<file path="src/rtl/irq_vec_pkg.sv">
package irq_vec_pkg;

    typedef enum logic [1:0] {
        RA_ENABLE = 2'd0,
        RA_FLAGS  = 2'd1,
        RA_VECTOR = 2'd2,
        RA_DMACFG = 2'd3
    } reg_sel_e;

    localparam int RX_RDY_BIT = 3;
    localparam int TX_RDY_BIT = 4;
    localparam int BUSY_BIT   = 12;
    localparam int RX_DMA_BIT = 15;
    localparam int TX_DMA_BIT = 7;

endpackage

</file>
<file path="src/rtl/irq_vec_prienc.sv">
module irq_vec_prienc #(
    parameter int W = 16,
    localparam int IDX_W = $clog2(W + 1)
) (
    input  logic [W-1:0]     req,
    output logic [IDX_W-1:0] idx,
    output logic [W-1:0]     pick
);
    always_comb begin
        idx  = '0;
        pick = '0;
        for (int i = W - 1; i >= 0; i--) begin
            if (req[i]) begin
                idx     = IDX_W'(i + 1);
                pick    = '0;
                pick[i] = 1'b1;
            end
        end
    end
endmodule

</file>
<file path="src/rtl/irq_vec_dma.sv">
module irq_vec_dma
    import irq_vec_pkg::*;
#(
    parameter int W = 16
) (
    input  logic         clk,
    input  logic         rst_n,
    input  logic         cfg_wr,
    input  logic [W-1:0] wdata,
    input  logic         rx_rdy,
    input  logic         tx_rdy,
    output logic         rx_en,
    output logic         tx_en,
    output logic         drq_rx,
    output logic         drq_tx
);
    typedef struct packed {
        logic rx_en;
        logic tx_en;
        logic drq_rx;
        logic drq_tx;
    } dma_st_t;

    dma_st_t st_d, st_q;

    always_comb begin
        st_d = st_q;
        if (cfg_wr) begin
            st_d.rx_en = wdata[RX_DMA_BIT];
            st_d.tx_en = wdata[TX_DMA_BIT];
        end
        st_d.drq_rx = st_q.rx_en & rx_rdy;
        st_d.drq_tx = st_q.tx_en & tx_rdy;
    end

    always_ff @(posedge clk or negedge rst_n) begin
        if (!rst_n) st_q <= '0;
        else        st_q <= st_d;
    end

    assign rx_en  = st_q.rx_en;
    assign tx_en  = st_q.tx_en;
    assign drq_rx = st_q.drq_rx;
    assign drq_tx = st_q.drq_tx;

    // a request only follows an enabled, ready source one cycle back
    p_drq_rx_src_r10: assert property (@(posedge clk) disable iff (!rst_n)
        drq_rx |-> $past(rx_en && rx_rdy));
    p_drq_rx_rise_r10: assert property (@(posedge clk) disable iff (!rst_n)
        (rx_en && rx_rdy) |=> drq_rx);
    p_drq_tx_src_r10: assert property (@(posedge clk) disable iff (!rst_n)
        drq_tx |-> $past(tx_en && tx_rdy));
endmodule

</file>
<file path="src/rtl/irq_vec_unit.sv">
module irq_vec_unit
    import irq_vec_pkg::*;
#(
    parameter bit              NEWER_MAP = 1'b0,
    parameter int              REG_W     = 16,
    parameter int              EN_W      = 6,
    parameter logic [REG_W-1:0] W1C_MASK = 16'h0027,
    localparam int             IDX_W     = $clog2(REG_W + 1),
    localparam logic [EN_W-1:0] EN_MASK  = NEWER_MAP ? {EN_W{1'b1}}
                                                     : {1'b0, {(EN_W-1){1'b1}}}
) (
    input  logic             clk,
    input  logic             rst_n,
    input  logic [1:0]       reg_addr,
    input  logic             reg_wr,
    input  logic             reg_rd,
    input  logic [REG_W-1:0] reg_wdata,
    output logic [REG_W-1:0] reg_rdata,
    input  logic [REG_W-1:0] evt_set,
    input  logic             bus_busy,
    output logic             irq,
    output logic             drq_rx,
    output logic             drq_tx
);
    typedef struct packed {
        logic [REG_W-1:0] flags;
        logic [EN_W-1:0]  en;
    } unit_st_t;

    unit_st_t st_d, st_q;

    logic             en_wr, flg_wr, dma_wr, vec_ack;
    logic [REG_W-1:0] pend, vec_pick, clr, flags_view;
    logic [IDX_W-1:0] vec_idx;
    logic             rx_dma_en, tx_dma_en;

    assign en_wr   = reg_wr && (reg_addr == RA_ENABLE);
    assign flg_wr  = reg_wr && (reg_addr == RA_FLAGS);
    assign dma_wr  = reg_wr && (reg_addr == RA_DMACFG);
    assign vec_ack = !NEWER_MAP && reg_rd && (reg_addr == RA_VECTOR);

    assign pend = st_q.flags & {{(REG_W-EN_W){1'b0}}, st_q.en};

    irq_vec_prienc #(.W(REG_W)) u_pick (
        .req  (pend),
        .idx  (vec_idx),
        .pick (vec_pick)
    );

    irq_vec_dma #(.W(REG_W)) u_dma (
        .clk    (clk),
        .rst_n  (rst_n),
        .cfg_wr (dma_wr),
        .wdata  (reg_wdata),
        .rx_rdy (st_q.flags[RX_RDY_BIT]),
        .tx_rdy (st_q.flags[TX_RDY_BIT]),
        .rx_en  (rx_dma_en),
        .tx_en  (tx_dma_en),
        .drq_rx (drq_rx),
        .drq_tx (drq_tx)
    );

    always_comb begin
        st_d = st_q;
        clr  = '0;
        if (vec_ack)
            clr = clr | vec_pick;
        if (NEWER_MAP && flg_wr)
            clr = clr | (reg_wdata & W1C_MASK);
        st_d.flags = (st_q.flags & ~clr) | evt_set;
        if (en_wr)
            st_d.en = reg_wdata[EN_W-1:0] & EN_MASK;
        if (dma_wr) begin
            if (reg_wdata[RX_DMA_BIT]) st_d.en[RX_RDY_BIT] = 1'b0;
            if (reg_wdata[TX_DMA_BIT]) st_d.en[TX_RDY_BIT] = 1'b0;
        end
    end

    always_ff @(posedge clk or negedge rst_n) begin
        if (!rst_n) st_q <= '0;
        else        st_q <= st_d;
    end

    always_comb begin
        flags_view           = st_q.flags;
        flags_view[BUSY_BIT] = bus_busy;
        reg_rdata            = '0;
        if (reg_rd) begin
            unique case (reg_addr)
                RA_ENABLE: reg_rdata = {{(REG_W-EN_W){1'b0}}, st_q.en};
                RA_FLAGS:  reg_rdata = flags_view;
                RA_VECTOR: reg_rdata = NEWER_MAP ? '0 : REG_W'(vec_idx);
                default: begin
                    reg_rdata[RX_DMA_BIT] = rx_dma_en;
                    reg_rdata[TX_DMA_BIT] = tx_dma_en;
                end
            endcase
        end
    end

    assign irq = |pend;

    // every pulsed flag is set after the edge
    p_set_lands_r3: assert property (@(posedge clk) disable iff (!rst_n)
        (|evt_set) |=> ((st_q.flags & $past(evt_set)) == $past(evt_set)));
    // the reported source is the lowest pending one
    p_vec_lowest_r6: assert property (@(posedge clk) disable iff (!rst_n)
        (vec_ack && vec_idx != '0) |-> ($countones(vec_pick) == 1
            && |(vec_pick & pend) && (((vec_pick - 1'b1) & pend) == '0)));
    // the acknowledged flag is gone after the edge unless re-pulsed
    p_vec_clears_r6: assert property (@(posedge clk) disable iff (!rst_n)
        (vec_ack && |vec_pick && !(|(vec_pick & evt_set)))
            |=> !(|(st_q.flags & $past(vec_pick))));
    // a set pulse beats a same-cycle acknowledge
    p_set_wins_r11: assert property (@(posedge clk) disable iff (!rst_n)
        (vec_ack && |(vec_pick & evt_set))
            |=> |(st_q.flags & $past(vec_pick)));
    // flags never drop on a write in the older layout
    p_flags_ro_r7: assert property (@(posedge clk) disable iff (!rst_n)
        (!NEWER_MAP && flg_wr && !vec_ack)
            |=> ((st_q.flags & $past(st_q.flags)) == $past(st_q.flags)));
    // DMA steering takes its direction out of the enable mask
    p_dma_mask_rx_r9: assert property (@(posedge clk) disable iff (!rst_n)
        (dma_wr && reg_wdata[RX_DMA_BIT] && !en_wr) |=> !st_q.en[RX_RDY_BIT]);
    p_dma_mask_tx_r9: assert property (@(posedge clk) disable iff (!rst_n)
        (dma_wr && reg_wdata[TX_DMA_BIT] && !en_wr) |=> !st_q.en[TX_RDY_BIT]);
endmodule

</file>
<file path="config.mk">
export PLATFORM = sky130hd
export DESIGN_NAME = irq_vec_unit
export DESIGN_NICKNAME = d
export VERILOG_FILES = /design/src/rtl/irq_vec_pkg.sv /design/src/rtl/irq_vec_prienc.sv /design/src/rtl/irq_vec_dma.sv /design/src/rtl/irq_vec_unit.sv
export SDC_FILE = /design/constraint.sdc
export NUM_CORES = 1
export LEC_CHECK = 0
export CORE_UTILIZATION = 42
export DETAILED_ROUTE_END_ITERATION = 7
export HOLD_SLACK_MARGIN = 0.15
export PLACE_DENSITY_LB_ADDON = 0.05
export SLEW_MARGIN = 5
export SYNTH_ARGS = -nofsm -noshare
export SYNTH_HDL_FRONTEND = slang
export SYNTH_SLANG_ARGS = --single-unit
export TNS_END_PERCENT = 10
</file>
<file path="constraint.sdc">
create_clock -name clk -period 2.09 [get_ports clk]
set_input_delay 0.3135 -clock clk [delete_from_list [all_inputs] [get_ports clk]]
set_output_delay 0.3135 -clock clk [all_outputs]
set_load 0.005 [all_outputs]
</file>
==> results of run 1 <==
-- critical path, stage by stage (launching register included) --
cell and delay [ps]:
sky130_fd_sc_hd__dfrtp_1 400, sky130_fd_sc_hd__buf_4 150, sky130_fd_sc_hd__a222oi_1 390, sky130_fd_sc_hd__buf_4 200, sky130_fd_sc_hd__nand2_1 40, sky130_fd_sc_hd__clkdlybuf4s15_1 200
-- final cells by class --
type	instances	area (um2)	area share (%)
inverters	3	11.3	0.613
clock inverters	1	30.0	1.63
well taps	30	37.5	2.04
multi-input cells	81	556	30.2
clock buffers	3	22.5	1.23
flip-flops and latches	24	603	32.8
repair buffers	61	577	31.4
-- per-stage QoR --
step	util [%]	setup TNS, ps	instances	area [um2]
floorplan	-	0	113	1160
global placement	67.5	-1530	194	1720
detailed placement	67.5	-1930	194	1720
CTS	70.4	-567	201	1790
global route	72.2	-23.3	203	1840
finish	72.2	0	203	1840
-- synth_stat cells --
cell / instances
sky130_fd_sc_hd__dfrtp_1: 24
sky130_fd_sc_hd__and2_1: 12
sky130_fd_sc_hd__or2_2: 10
sky130_fd_sc_hd__nand2_1: 8
sky130_fd_sc_hd__nor2_1: 8
sky130_fd_sc_hd__mux2i_1: 6
sky130_fd_sc_hd__nand3_1: 6
sky130_fd_sc_hd__a21o_1: 5
sky130_fd_sc_hd__mux2_2: 5
sky130_fd_sc_hd__inv_1: 3
sky130_fd_sc_hd__nor2b_1: 3
sky130_fd_sc_hd__a211oi_1: 2
sky130_fd_sc_hd__a21oi_1: 2
sky130_fd_sc_hd__a22oi_1: 2
sky130_fd_sc_hd__buf_2: 2
sky130_fd_sc_hd__clkbuf_1: 2
sky130_fd_sc_hd__nand4_1: 2
sky130_fd_sc_hd__o211ai_1: 2
sky130_fd_sc_hd__a2111oi_0: 1
sky130_fd_sc_hd__a222oi_1: 1
sky130_fd_sc_hd__a32oi_1: 1
sky130_fd_sc_hd__and3_1: 1
sky130_fd_sc_hd__and3b_1: 1
sky130_fd_sc_hd__clkbuf_2: 1
sky130_fd_sc_hd__nand3b_1: 1
sky130_fd_sc_hd__o21a_1: 1
sky130_fd_sc_hd__o21ai_0: 1
-- logic make-up after synthesis --
| logic type | synth area share [%] |
|---|---|
| buffers and inverters | 2.90 |
| AOI/OAI and AO/OA | 11.4 |
| muxes | 9.99 |
| DFF | 51.6 |
| and+or+nand+nor | 24.2 |
-- cells in the final DEF, fill, tap and decap left out --
master / count
sky130_fd_sc_hd__o211ai_1: 2
sky130_fd_sc_hd__nand2_1: 8
sky130_fd_sc_hd__or2_2: 10
sky130_fd_sc_hd__nand3b_1: 1
sky130_fd_sc_hd__a22oi_1: 2
sky130_fd_sc_hd__nand3_1: 6
sky130_fd_sc_hd__nor2_1: 8
sky130_fd_sc_hd__and3b_2: 1
sky130_fd_sc_hd__a32oi_1: 1
sky130_fd_sc_hd__a222oi_1: 1
sky130_fd_sc_hd__nor2b_1: 3
sky130_fd_sc_hd__nand4_1: 2
sky130_fd_sc_hd__o21a_1: 1
sky130_fd_sc_hd__dfrtp_2: 2
sky130_fd_sc_hd__mux2i_1: 6
sky130_fd_sc_hd__a2111oi_4: 1
sky130_fd_sc_hd__clkbuf_4: 3
sky130_fd_sc_hd__o21ai_0: 1
sky130_fd_sc_hd__dfrtp_1: 22
sky130_fd_sc_hd__buf_4: 14
sky130_fd_sc_hd__a21o_1: 5
sky130_fd_sc_hd__dlymetal6s2s_1: 3
sky130_fd_sc_hd__and3_4: 1
sky130_fd_sc_hd__clkbuf_2: 1
sky130_fd_sc_hd__inv_1: 3
sky130_fd_sc_hd__dlygate4sd2_1: 1
sky130_fd_sc_hd__bufinv_16: 1
sky130_fd_sc_hd__a21oi_1: 2
sky130_fd_sc_hd__and2_1: 12
sky130_fd_sc_hd__clkdlybuf4s15_1: 2
sky130_fd_sc_hd__mux2_2: 5
sky130_fd_sc_hd__a211oi_1: 2
sky130_fd_sc_hd__clkdlybuf4s50_1: 40
-- registers in the layout (all words and copies together) (netlist names) --
name / flops
u_dma.drq_rx: 1
u_dma.drq_tx: 1
st_q: 5
u_dma.tx_en: 1
flags_view: 15
u_dma.rx_en: 1
-- timing repair --
action / 4_1_cts / 5_1_grt
pin swaps: 2 / 3
setup endpoints to repair: 15 / 14
resized for setup: 6 / 13
buffers inserted: 3 / 2
-- per-layer routing --
metal	global-route usage, %	part of all wire, %
met1	25.5	45
met2	34.9	49
met3	2.78	4.7
met4	6.84	1.1
met5	0	0
-- worst paths after layout --
check                                        startpoint                       end  slack (ps)
worst max-delay path            flags_view[1]$_DFF_PN0_                       irq          80
worst min-delay path                              rst_n  flags_view[11]$_DFF_PN0_         340
worst max register to register  flags_view[1]$_DFF_PN0_   flags_view[4]$_DFF_PN0_         580
worst min register to register  flags_view[6]$_DFF_PN0_   flags_view[6]$_DFF_PN0_         480
max in group asynchronous                         rst_n       st_q[1]$_DFFE_PN0P_        1500
min in group clk                flags_view[6]$_DFF_PN0_   flags_view[6]$_DFF_PN0_         480
-- where the power goes --
| part | leakage [uW] | total, uW | internal (uW) | switching, uW |
|---|---|---|---|---|
| clock | 0.0000279 | 339 | 194 | 145 |
| sequential | 0.000239 | 537 | 498 | 39.1 |
| combinational | 0.000486 | 257 | 165 | 92.0 |
==> impl_results.rst, run 1 <==
.. list-table::
   :header-rows: 1

   * - Metric
     - Value
   * - Run status
     - complete, no violations
   * - Clock transition time at the flip-flop clock pins of the worst setup and hold paths
     - ~140 ps
   * - Post-layout nets
     - 213
   * - Final setup fails
     - 0
   * - Overall power
     - around 1100 uW
   * - Number of antenna violations at the first check in global routing
     - 0
   * - Sequential fraction of the synthesis area
     - between 50 and 60%
   * - Worst R2R Path Depth
     - 5
   * - Worst hold slack across all endpoints
     - around 340 ps
   * - Count of pins on the block boundary
     - 58
   * - Fraction of layout cells with a size suffix above 1
     - between 20% and 30%
   * - DR iter-0 viols
     - 18
   * - Number of nets with antenna violations after routing
     - 0
   * - Pin count of the biggest net entering global routing
     - 25
   * - Horizontal extent of the die
     - 54.7 um
   * - Pre-CTS setup slack
     - -180 ps
   * - Cts-stage hold buffer count
     - 0
   * - Number of DRC violations after detailed routing
     - 0
   * - Largest cells by area after synthesis
     - sky130_fd_sc_hd__dfrtp_1 52%, sky130_fd_sc_hd__and2_1 6.4%, sky130_fd_sc_hd__or2_2 5.4%
   * - DR pass1 iterations
     - 4
   * - Biggest fanout along the worst timing path
     - 4
   * - Mean instance size in the synthesized netlist
     - roughly 10 um2
   * - Vias
     - 1051
   * - Vias per Instance
     - 5.18
   * - CTS sink count
     - 24
   * - Root Buffer
     - sky130_fd_sc_hd__clkbuf_4
   * - Area share of the leading cell type in the synthesized netlist
     - 51.6%
   * - VDD IR max
     - about 0.42 mV
   * - Weighted congestion at the end of routability-driven global placement
     - roughly 0.78
   * - Worst-case clock buffer depth
     - 2
   * - Overflow left after global routing
     - 0
   * - Row cnt
     - 18
   * - Synth Instances
     - 113
   * - Clock buffer count from CTS
     - 3
   * - Wire length of the first global-routing pass
     - 4290 um
   * - Number of buffers inserted by port buffering
     - between 40 and 50
   * - Library cell with the largest summed area after synthesis
     - sky130_fd_sc_hd__dfrtp_1
   * - Max capacitance violation total
     - 0
   * - Die height
     - 54.7 um
   * - Maximum clock frequency
     - ~500 MHz
   * - Relative slew slack
     - 71.8%
   * - Synth cell types
     - 27
   * - Final count of hold timing violations
     - 0
   * - Overall Global Routing Usage
     - 20.2%
   * - Unrepaired setup endpoints after global routing
     - yes
   * - Worst Path Arrival
     - about 1700 ps
   * - WS Path Type
     - reg2out
   * - Post-route fraction of the period consumed by the critical path
     - between 90% and 100%
   * - Class of the tightest hold or removal check
     - in2async
   * - Initial Util
     - approximately 46%
   * - Synthesis Warnings
     - 0
   * - Area growth from synthesis to layout
     - 57.7%
   * - Post-synthesis sequential element count
     - 24
   * - Data required time of the critical path
     - 1780 ps
   * - Clock network latency to the later pin of the worst-skew pair
     - 310 ps
   * - Core Footprint
     - between 2000 and 3000 um2
   * - TritonCTS clock tree
     - done
   * - Setup slack of the critical path after layout
     - roughly 80 ps
   * - Half-perimeter wire length after placement
     - approximately 2100 um
   * - Net count of the mapped netlist
     - about 150
   * - Antenna diode count
     - 0
   * - Average routed wire per standard cell
     - 13.4 um
   * - Cell Area, Synth
     - 1160 um2
   * - Transition time at the pin with the least slew margin
     - about 420 ps
   * - LEAKAGE
     - between 0.0007 and 0.0008 uW
   * - Final min period
     - 2010 ps
   * - Launching element type of the critical path
     - flop
   * - CTS H-Tree Depth
     - 1
   * - Drt total wl
     - 2730 um
   * - Max Transition Viols Final
     - 0
   * - Power density normalized to cell area
     - 617 nW/um2
   * - Die footprint
     - around 3000 um2
   * - Worst-case clock skew
     - around 3.7 ps
   * - Filler Cells Inserted
     - 202
   * - Via count of the first global-routing pass
     - between 1000 and 1500
   * - Setup crit end kind
     - output pin
No activity file was read; power rests on OpenSTA's default activity.
==> inputs of run 2 (changes only) <==
--- a/config.mk
+++ b/config.mk
@@ -5,12 +5,13 @@
 export SDC_FILE = /design/constraint.sdc
 export NUM_CORES = 1
 export LEC_CHECK = 0
-export CORE_UTILIZATION = 42
+export CORE_UTILIZATION = 48
 export DETAILED_ROUTE_END_ITERATION = 7
 export HOLD_SLACK_MARGIN = 0.15
 export PLACE_DENSITY_LB_ADDON = 0.05
 export SLEW_MARGIN = 5
 export SYNTH_ARGS = -nofsm -noshare
 export SYNTH_HDL_FRONTEND = slang
+export SYNTH_HIERARCHICAL = 1
 export SYNTH_SLANG_ARGS = --single-unit
 export TNS_END_PERCENT = 10
==> run 2 against run 1 <==
Compared with the run above: the run now ends with negative setup slack left; die area rose by 21%; final area rose by 40%; global-route usage rose by 5.3 points; first-iteration DRC count rose to 4.7 times the previous value; synthesized area rose by 39%; clock skew rose by 4.1 ps; total power rose by 20%; non-clock buffer count rose by 17; utilization rose by 10 points; combinational power rose by 93%; clock power barely moved; critical path type unchanged; largest power group unchanged.
==> impl_results.rst, run 2 <==
.. list-table::
   :header-rows: 1

   * - Metric
     - Value
   * - Worst Path Arrival
     - 2020 ps (was 1700 ps)
   * - Proportion of power drawn by combinational gates
     - 36.6% (was 22.7%)
   * - Overall Global Routing Usage
     - 25.5% (was 20.2%)
   * - Unrepaired setup endpoints after global routing
     - yes (unchanged)
   * - Row cnt
     - 20 (was 18)
   * - Final setup fails
     - 4 (was 0)
   * - Post-route fraction of the period consumed by the critical path
     - 111% (was 96.2%)
   * - Average routed wire per standard cell
     - 12.0 um (was 13.4 um)
   * - Slowest cell on the critical path
     - sky130_fd_sc_hd__dfrtp_1 (unchanged)
   * - Synthesis Warnings
     - 6 (was 0)
   * - Pin count of the biggest net entering global routing
     - 25 (unchanged)
   * - Launching element type of the critical path
     - flop (unchanged)
   * - Violated checks
     - negative setup slack
   * - Antenna diode count
     - 0 (unchanged)
   * - Most common cell after layout, fill and taps aside
     - sky130_fd_sc_hd__conb_1 (was sky130_fd_sc_hd__clkdlybuf4s50_1)
   * - Number of antenna violations at the first check in global routing
     - 0 (unchanged)
   * - CTS sink count
     - 24 (unchanged)
   * - Post-layout nets
     - 347 (was 213)
   * - Cts-stage hold buffer count
     - 0 (unchanged)
   * - Clock group share of total power
     - 25.2% (was 29.9%)
   * - Fraction of layout cells with a size suffix above 1
     - 19.5% (was 22.5%)
   * - Final min period
     - 2330 ps (was 2010 ps)
   * - Maximum clock frequency
     - 429 MHz (was 498 MHz)
   * - Class of the tightest hold or removal check
     - in2async (unchanged)
   * - Max Transition Viols Final
     - 0 (unchanged)
   * - CTS H-Tree Depth
     - 1 (unchanged)
   * - Die height
     - 60.1 um (was 54.7 um)
   * - Clock network latency to the later pin of the worst-skew pair
     - 330 ps (was 310 ps)
   * - Pre-CTS setup slack
     - -227 ps (was -180 ps)
   * - VDD IR max
     - 0.799 mV (was 0.422 mV)
   * - DR pass1 iterations
     - 4 (unchanged)
   * - Die footprint
     - 3610 um2 (was 2990 um2)
   * - Final total negative setup slack
     - -669 ps (was 0 ps)
   * - Worst-case clock skew
     - 7.84 ps (was 3.70 ps)
   * - Worst reg2reg setup slack
     - 670 ps (was 580 ps)
   * - Wire length of the first global-routing pass
     - 6700 um (was 4290 um)
   * - Number of DRC violations after detailed routing
     - 0 (unchanged)
   * - Cell Area, Synth
     - 1620 um2 (was 1160 um2)
   * - TritonCTS clock tree
     - done (unchanged)
   * - Final count of hold timing violations
     - 0 (unchanged)
   * - Worst-case clock buffer depth
     - 2 (unchanged)
   * - Data required time of the critical path
     - 1780 ps (about the same)
   * - Run status
     - finished, violations left (was complete, no violations)
   * - Largest register FFs
     - 15 (unchanged)
   * - WS Path Type
     - reg2out (unchanged)
   * - Via count of the first global-routing pass
     - 1558 (was 1014)
   * - Critical Path Max Stage Delay
     - 410 ps (was 400 ps)
   * - Number of nets with antenna violations after routing
     - 0 (unchanged)
   * - Vias
     - 1621 (was 1051)
   * - Clock transition time at the flip-flop clock pins of the worst setup and hold paths
     - 140 ps (about the same)
   * - Worst hold slack across all endpoints
     - 333 ps (was 339 ps)
   * - Half-perimeter wire length after placement
     - 3120 um (was 2060 um)
   * - Buffers & Inverters on Critical Path
     - 1 (was 3)
   * - Synth Instances
     - 190 (was 113)
   * - DR iter-0 viols
     - 84 (was 18)
   * - Weighted congestion at the end of routability-driven global placement
     - 0.799 (was 0.779)
   * - Switching power share of the total
     - 27.5% (was 24.4%)
   * - Count of pins on the block boundary
     - 58 (unchanged)
   * - Design internal power
     - 981 uW (was 857 uW)
   * - Number of cells after detailed placement
     - 344 (was 194)
   * - Number of buffers inserted by port buffering
     - 47 (unchanged)
   * - Power density normalized to cell area
     - 526 nW/um2 (was 617 nW/um2)
   * - Commonest cells after routing, fill and taps aside
     - 44 x sky130_fd_sc_hd__conb_1, 41 x sky130_fd_sc_hd__clkdlybuf4s50_1, 30 x sky130_fd_sc_hd__nor2_1 (was 40 x sky130_fd_sc_hd__clkdlybuf4s50_1, 22 x sky130_fd_sc_hd__dfrtp_1, 14 x sky130_fd_sc_hd__buf_4)
   * - Biggest fanout along the worst timing path
     - 2 (was 4)
   * - Root Buffer
     - sky130_fd_sc_hd__clkbuf_4 (unchanged)
   * - Count of non-filler cells in the finished layout
     - 351 (was 203)
   * - Overflow left after global routing
     - 0 (unchanged)
   * - Vias per Instance
     - 4.62 (was 5.18)
   * - Cell type group with the largest total delay on the critical path
     - simple AND/OR/NAND/NOR gates (was buffers and inverters)
   * - Register share of total power
     - 38.1% (was 47.4%)
   * - Horizontal extent of the die
     - 60.1 um (was 54.7 um)
   * - Final core area utilization
     - 82.3% (was 72.2%)
   * - Initial Util
     - 51.8% (was 45.8%)
   * - Max capacitance violation total
     - 0 (unchanged)
   * - Core Footprint
     - 3130 um2 (was 2540 um2)
   * - Critical Path, Cell by Cell
     - and2_4 -> nor2b_4 -> or4_4 -> o22a_1 -> nand3b_1 -> o21ai_1 -> and2_1 -> buf_2 (was buf_4 -> a222oi_1 -> buf_4 -> nand2_1 -> clkdlybuf4s15_1)
   * - Setup crit end kind
     - output pin (unchanged)
   * - Switching power
     - 372 uW (was 276 uW)
   * - Drt total wl
     - 4210 um (was 2730 um)
   * - LEAKAGE
     - 0.00119 uW (was 0.000753 uW)
   * - Mean instance size in the synthesized netlist
     - 8.53 um2 (was 10.3 um2)
   * - Setup slack of the critical path after layout
     - -240 ps (was 80.4 ps)
   * - Clock buffer count from CTS
     - 3 (unchanged)
   * - Area growth from synthesis to layout
     - 58.9% (was 57.7%)
run 2: path summary, 6_finish.rpt:
path	startpoint	end	depth (start not counted)
min reg2reg	u_dma/rx_en$_DFFE_PN0P_	u_dma/drq_rx$_DFF_PN0_	1
min in group clk	u_dma/rx_en$_DFFE_PN0P_	u_dma/drq_rx$_DFF_PN0_	1
max in group asynchronous	rst_n	st_q[2]$_DFFE_PN0N_	2
min	rst_n	flags_view[6]$_DFF_PN0_	2
max	flags_view[4]$_DFF_PN0_	reg_rdata[0]	8
max reg2reg	st_q[2]$_DFFE_PN0N_	flags_view[4]$_DFF_PN0_	5
run 2: power by group through the flow:
stage	combinational, uW	clock, uW	sequential [uW]
6_report	496	342	516
3_5_place_dp	434	0	524
3_3_place_gp	426	0	523
5_1_grt	538	361	522
4_1_cts	471	346	516
2_1_floorplan	209	0	523
run 2: stage by stage:
stage	power, uW	cell area, um2
floorplan	732	1780
global placement	949	2460
detailed placement	958	2460
CTS	1330	2560
global route	1420	2570
finish	1350	2570
run 2: final cells by class:
class                      instances  area, um2
multi-input combinational        184       1100
fill                             217        553
clock inverter                     1       30.0
timing repair buffer              78        702
sequential                        24        601
clock buffer                       3       22.5
inverter                          17       63.8
tap                               44       55.1
run 2: timing repair:
action                                  4_1_cts  5_1_grt
cloned                                        0        0
endpoints found under the setup margin       15        6
pin swaps                                     2        5
resized for setup                            24        5
setup buffers                                 3        0
run 2: per-layer routing:
metal  up-vias  GRT usage, %  part of all wire, %  routed length [um]
met5         -             0                    0                   0
met4         0          12.6                  3.4                 144
met3        14          4.76                  4.1                 172
met2        47          45.4                   52                2170
met1       720          28.7                   41                1720
li1        840             -                    -                   -
==> inputs of run 3 (changes only) <==
--- a/config.mk
+++ b/config.mk
@@ -5,11 +5,11 @@
 export SDC_FILE = /design/constraint.sdc
 export NUM_CORES = 1
 export LEC_CHECK = 0
+export CORE_MARGIN = 2
 export CORE_UTILIZATION = 48
 export DETAILED_ROUTE_END_ITERATION = 7
 export HOLD_SLACK_MARGIN = 0.15
 export PLACE_DENSITY_LB_ADDON = 0.05
-export SLEW_MARGIN = 5
 export SYNTH_ARGS = -nofsm -noshare
 export SYNTH_HDL_FRONTEND = slang
 export SYNTH_HIERARCHICAL = 1
==> run 3 against run 2 <==
Compared with the run above: maximum frequency is essentially flat; routed wire length grew 0.40%; the run still ends with negative setup slack left; flip-flop and latch count is the same; utilization shrank 2.6 points; critical path depth is the same; count of clock-buffer cells in the layout grew 1; register-to-register slack lost 30 ps; hold slack gained 10 ps; non-clock buffer count grew 5; worst setup slack gained 0.95 ps; largest cell class unchanged; critical path type unchanged; critical endpoint unchanged; via count grew 3.0%; cell count grew 2.0%.
==> impl_results.rst, run 3 (synthesized netlist as in run 2, its figures left out) <==
.. list-table::
   :header-rows: 1

   * - Metric
     - Value
   * - DR iter-0 viols
     - 30 (was 84)
   * - Overall Global Routing Usage
     - 23.7% (was 25.5%)
   * - Half-perimeter wire length after placement
     - 3230 um (was 3120 um)
   * - Clock group share of total power
     - 19.1% (was 25.2%)
   * - Cts-stage hold buffer count
     - 0 (unchanged)
   * - VDD IR max
     - 0.496 mV (was 0.799 mV)
   * - Biggest fanout along the worst timing path
     - 2 (unchanged)
   * - Antenna diode count
     - 0 (unchanged)
   * - Switching power share of the total
     - 28.7% (was 27.5%)
   * - Proportion of power drawn by combinational gates
     - 40.4% (was 36.6%)
   * - Pin count of the biggest net entering global routing
     - 25 (unchanged)
   * - Max Transition Viols Final
     - 0 (unchanged)
   * - Via count of the first global-routing pass
     - 1717 (was 1558)
   * - Worst Path Arrival
     - 2020 ps (about the same)
   * - Critical Path, Cell by Cell
     - and2_4 -> nor2b_4 -> or4_4 -> o22a_1 -> nand3b_1 -> o21ai_1 -> and2_1 -> buf_2 (unchanged)
   * - Average routed wire per standard cell
     - 11.8 um (was 12.0 um)
   * - Switching power
     - 366 uW (was 372 uW)
   * - WS Path Type
     - reg2out (unchanged)
   * - Initial Util
     - 49.3% (was 51.8%)
   * - Overall power
     - 1280 uW (was 1350 uW)
   * - Row cnt
     - 21 (was 20)
   * - Worst-case clock skew
     - 6.18 ps (was 7.84 ps)
   * - TritonCTS clock tree
     - done (unchanged)
   * - Die height
     - 62.1 um (was 60.1 um)
   * - Overflow left after global routing
     - 0 (unchanged)
   * - Clock network latency to the later pin of the worst-skew pair
     - 320 ps (was 330 ps)
   * - Vias
     - 1669 (was 1621)
   * - Unrepaired setup endpoints after global routing
     - yes (unchanged)
   * - Design internal power
     - 909 uW (was 981 uW)
   * - Violated checks
     - negative setup slack (unchanged)
   * - Number of buffers inserted by port buffering
     - 47 (unchanged)
   * - Run status
     - finished, violations left (unchanged)
   * - Worst hold slack across all endpoints
     - 343 ps (was 333 ps)
   * - Setup slack of the critical path after layout
     - -239 ps (was -240 ps)
   * - Weighted congestion at the end of routability-driven global placement
     - 0.786 (was 0.799)
   * - Post-layout nets
     - 352 (was 347)
   * - Largest register FFs
     - 15 (unchanged)
   * - Final setup fails
     - 4 (unchanged)
   * - Commonest cells after routing, fill and taps aside
     - 44 x sky130_fd_sc_hd__conb_1, 36 x sky130_fd_sc_hd__clkdlybuf4s50_1, 33 x sky130_fd_sc_hd__buf_4 (was 44 x sky130_fd_sc_hd__conb_1, 41 x sky130_fd_sc_hd__clkdlybuf4s50_1, 30 x sky130_fd_sc_hd__nor2_1)
   * - Core Footprint
     - 3280 um2 (was 3130 um2)
   * - DR pass1 iterations
     - 4 (unchanged)
   * - Most common cell after layout, fill and taps aside
     - sky130_fd_sc_hd__conb_1 (unchanged)
   * - Root Buffer
     - sky130_fd_sc_hd__clkbuf_4 (unchanged)
   * - Worst-case clock buffer depth
     - 2 (unchanged)
   * - Buffers & Inverters on Critical Path
     - 1 (unchanged)
   * - Register share of total power
     - 40.5% (was 38.1%)
   * - Final min period
     - 2330 ps (about the same)
   * - Number of nets with antenna violations after routing
     - 0 (unchanged)
   * - Fraction of layout cells with a size suffix above 1
     - 21.5% (was 19.5%)
   * - FF+latch area
     - 601 um2 (unchanged)
   * - Cell type group with the largest total delay on the critical path
     - simple AND/OR/NAND/NOR gates (unchanged)
   * - Wire length of the first global-routing pass
     - 7360 um (was 6700 um)
   * - CTS sink count
     - 24 (unchanged)
   * - Power density normalized to cell area
     - 487 nW/um2 (was 526 nW/um2)
   * - Critical Path Max Stage Delay
     - 410 ps (about the same)
   * - Filler Cells Inserted
     - 225 (was 217)
   * - Final count of hold timing violations
     - 0 (unchanged)
   * - Launching element type of the critical path
     - flop (unchanged)
   * - Clock transition time at the flip-flop clock pins of the worst setup and hold paths
     - 130 ps (was 140 ps)
   * - Vias per Instance
     - 4.66 (was 4.62)
   * - Horizontal extent of the die
     - 62.1 um (was 60.1 um)
   * - Clock buffer count from CTS
     - 3 (unchanged)
   * - Data required time of the critical path
     - 1780 ps (about the same)
   * - Setup crit end kind
     - output pin (unchanged)
   * - Pre-CTS setup slack
     - -244 ps (was -227 ps)
   * - Post-route fraction of the period consumed by the critical path
     - 111% (about the same)
   * - LEAKAGE
     - 0.00130 uW (was 0.00119 uW)
   * - Number of antenna violations at the first check in global routing
     - 0 (unchanged)
   * - Area growth from synthesis to layout
     - 61.5% (was 58.9%)
   * - Count of pins on the block boundary
     - 58 (unchanged)
   * - Max capacitance violation total
     - 0 (unchanged)
   * - Class of the tightest hold or removal check
     - in2async (unchanged)
   * - CTS H-Tree Depth
     - 1 (unchanged)
   * - Number of DRC violations after detailed routing
     - 0 (unchanged)
   * - Drt total wl
     - 4230 um (was 4210 um)
   * - Maximum clock frequency
     - 429 MHz (about the same)
   * - Die footprint
     - 3860 um2 (was 3610 um2)
   * - Slowest cell on the critical path
     - sky130_fd_sc_hd__dfrtp_1 (unchanged)
   * - Area used by multi-input combinational logic
     - 1100 um2 (about the same)
## run 3: final timing paths
path / startpoint / cells past startpoint / to / slack [ps]
max in group asynchronous: rst_n / 2 / st_q[4]$_DFF_PN0_ / 1510
min in group clk: u_dma/tx_en$_DFFE_PN0P_ / 1 / u_dma/drq_tx$_DFF_PN0_ / 540
min: rst_n / 2 / flags_view[14]$_DFF_PN0_ / 340
max: st_q[4]$_DFF_PN0_ / 8 / reg_rdata[0] / -240
min reg2reg: u_dma/tx_en$_DFFE_PN0P_ / 1 / u_dma/drq_tx$_DFF_PN0_ / 540
max reg2reg: st_q[2]$_DFFE_PN0N_ / 5 / flags_view[4]$_DFF_PN0_ / 640
## run 3: power groups by stage
| stage | registers [uW] | logic [uW] | clock network (uW) |
|---|---|---|---|
| final | 517 | 515 | 244 |
| after global routing | 520 | 564 | 264 |
| after CTS | 515 | 490 | 253 |
| after floorplan | 523 | 209 | 0 |
| after detailed placement | 523 | 443 | 0 |
| after global placement | 523 | 435 | 0 |
## run 3: final cells by class
type | count | area share [%]
multi-input combinational | 184 | 42.2
sequential | 24 | 22.9
timing repair buffer | 83 | 28.9
clock buffer | 4 | 1.39
tap | 46 | 2.20
inverter | 17 | 2.44
## run 3: per-stage QoR
step / setup TNS [ps] / util [%] / instances / instance area (um2)
2_1_floorplan: 0 / - / 233 / 1780
4_1_cts: -509 / 78.4 / 357 / 2570
3_5_place_dp: -639 / 75.4 / 348 / 2480
6_report: -633 / 79.7 / 358 / 2620
5_1_grt: -1100 / 79.7 / 358 / 2620
3_3_place_gp: -495 / 75.4 / 348 / 2480
## run 3: what timing repair did
action / in CTS / in global routing
setup buffers: 5 / 1
gates cloned: 0 / 0
setup endpoints to repair: 16 / 16
gates resized for setup: 27 / 12
pin swaps: 8 / 3
## run 3: per-layer routing
layer,GRT usage [%],part of all wire [%],vias up
met5,0,0,-
met4,8.89,2.6,0
met3,5.98,4.2,12
met2,43.3,52,43
met1,26.6,41,762
li1,-,-,852
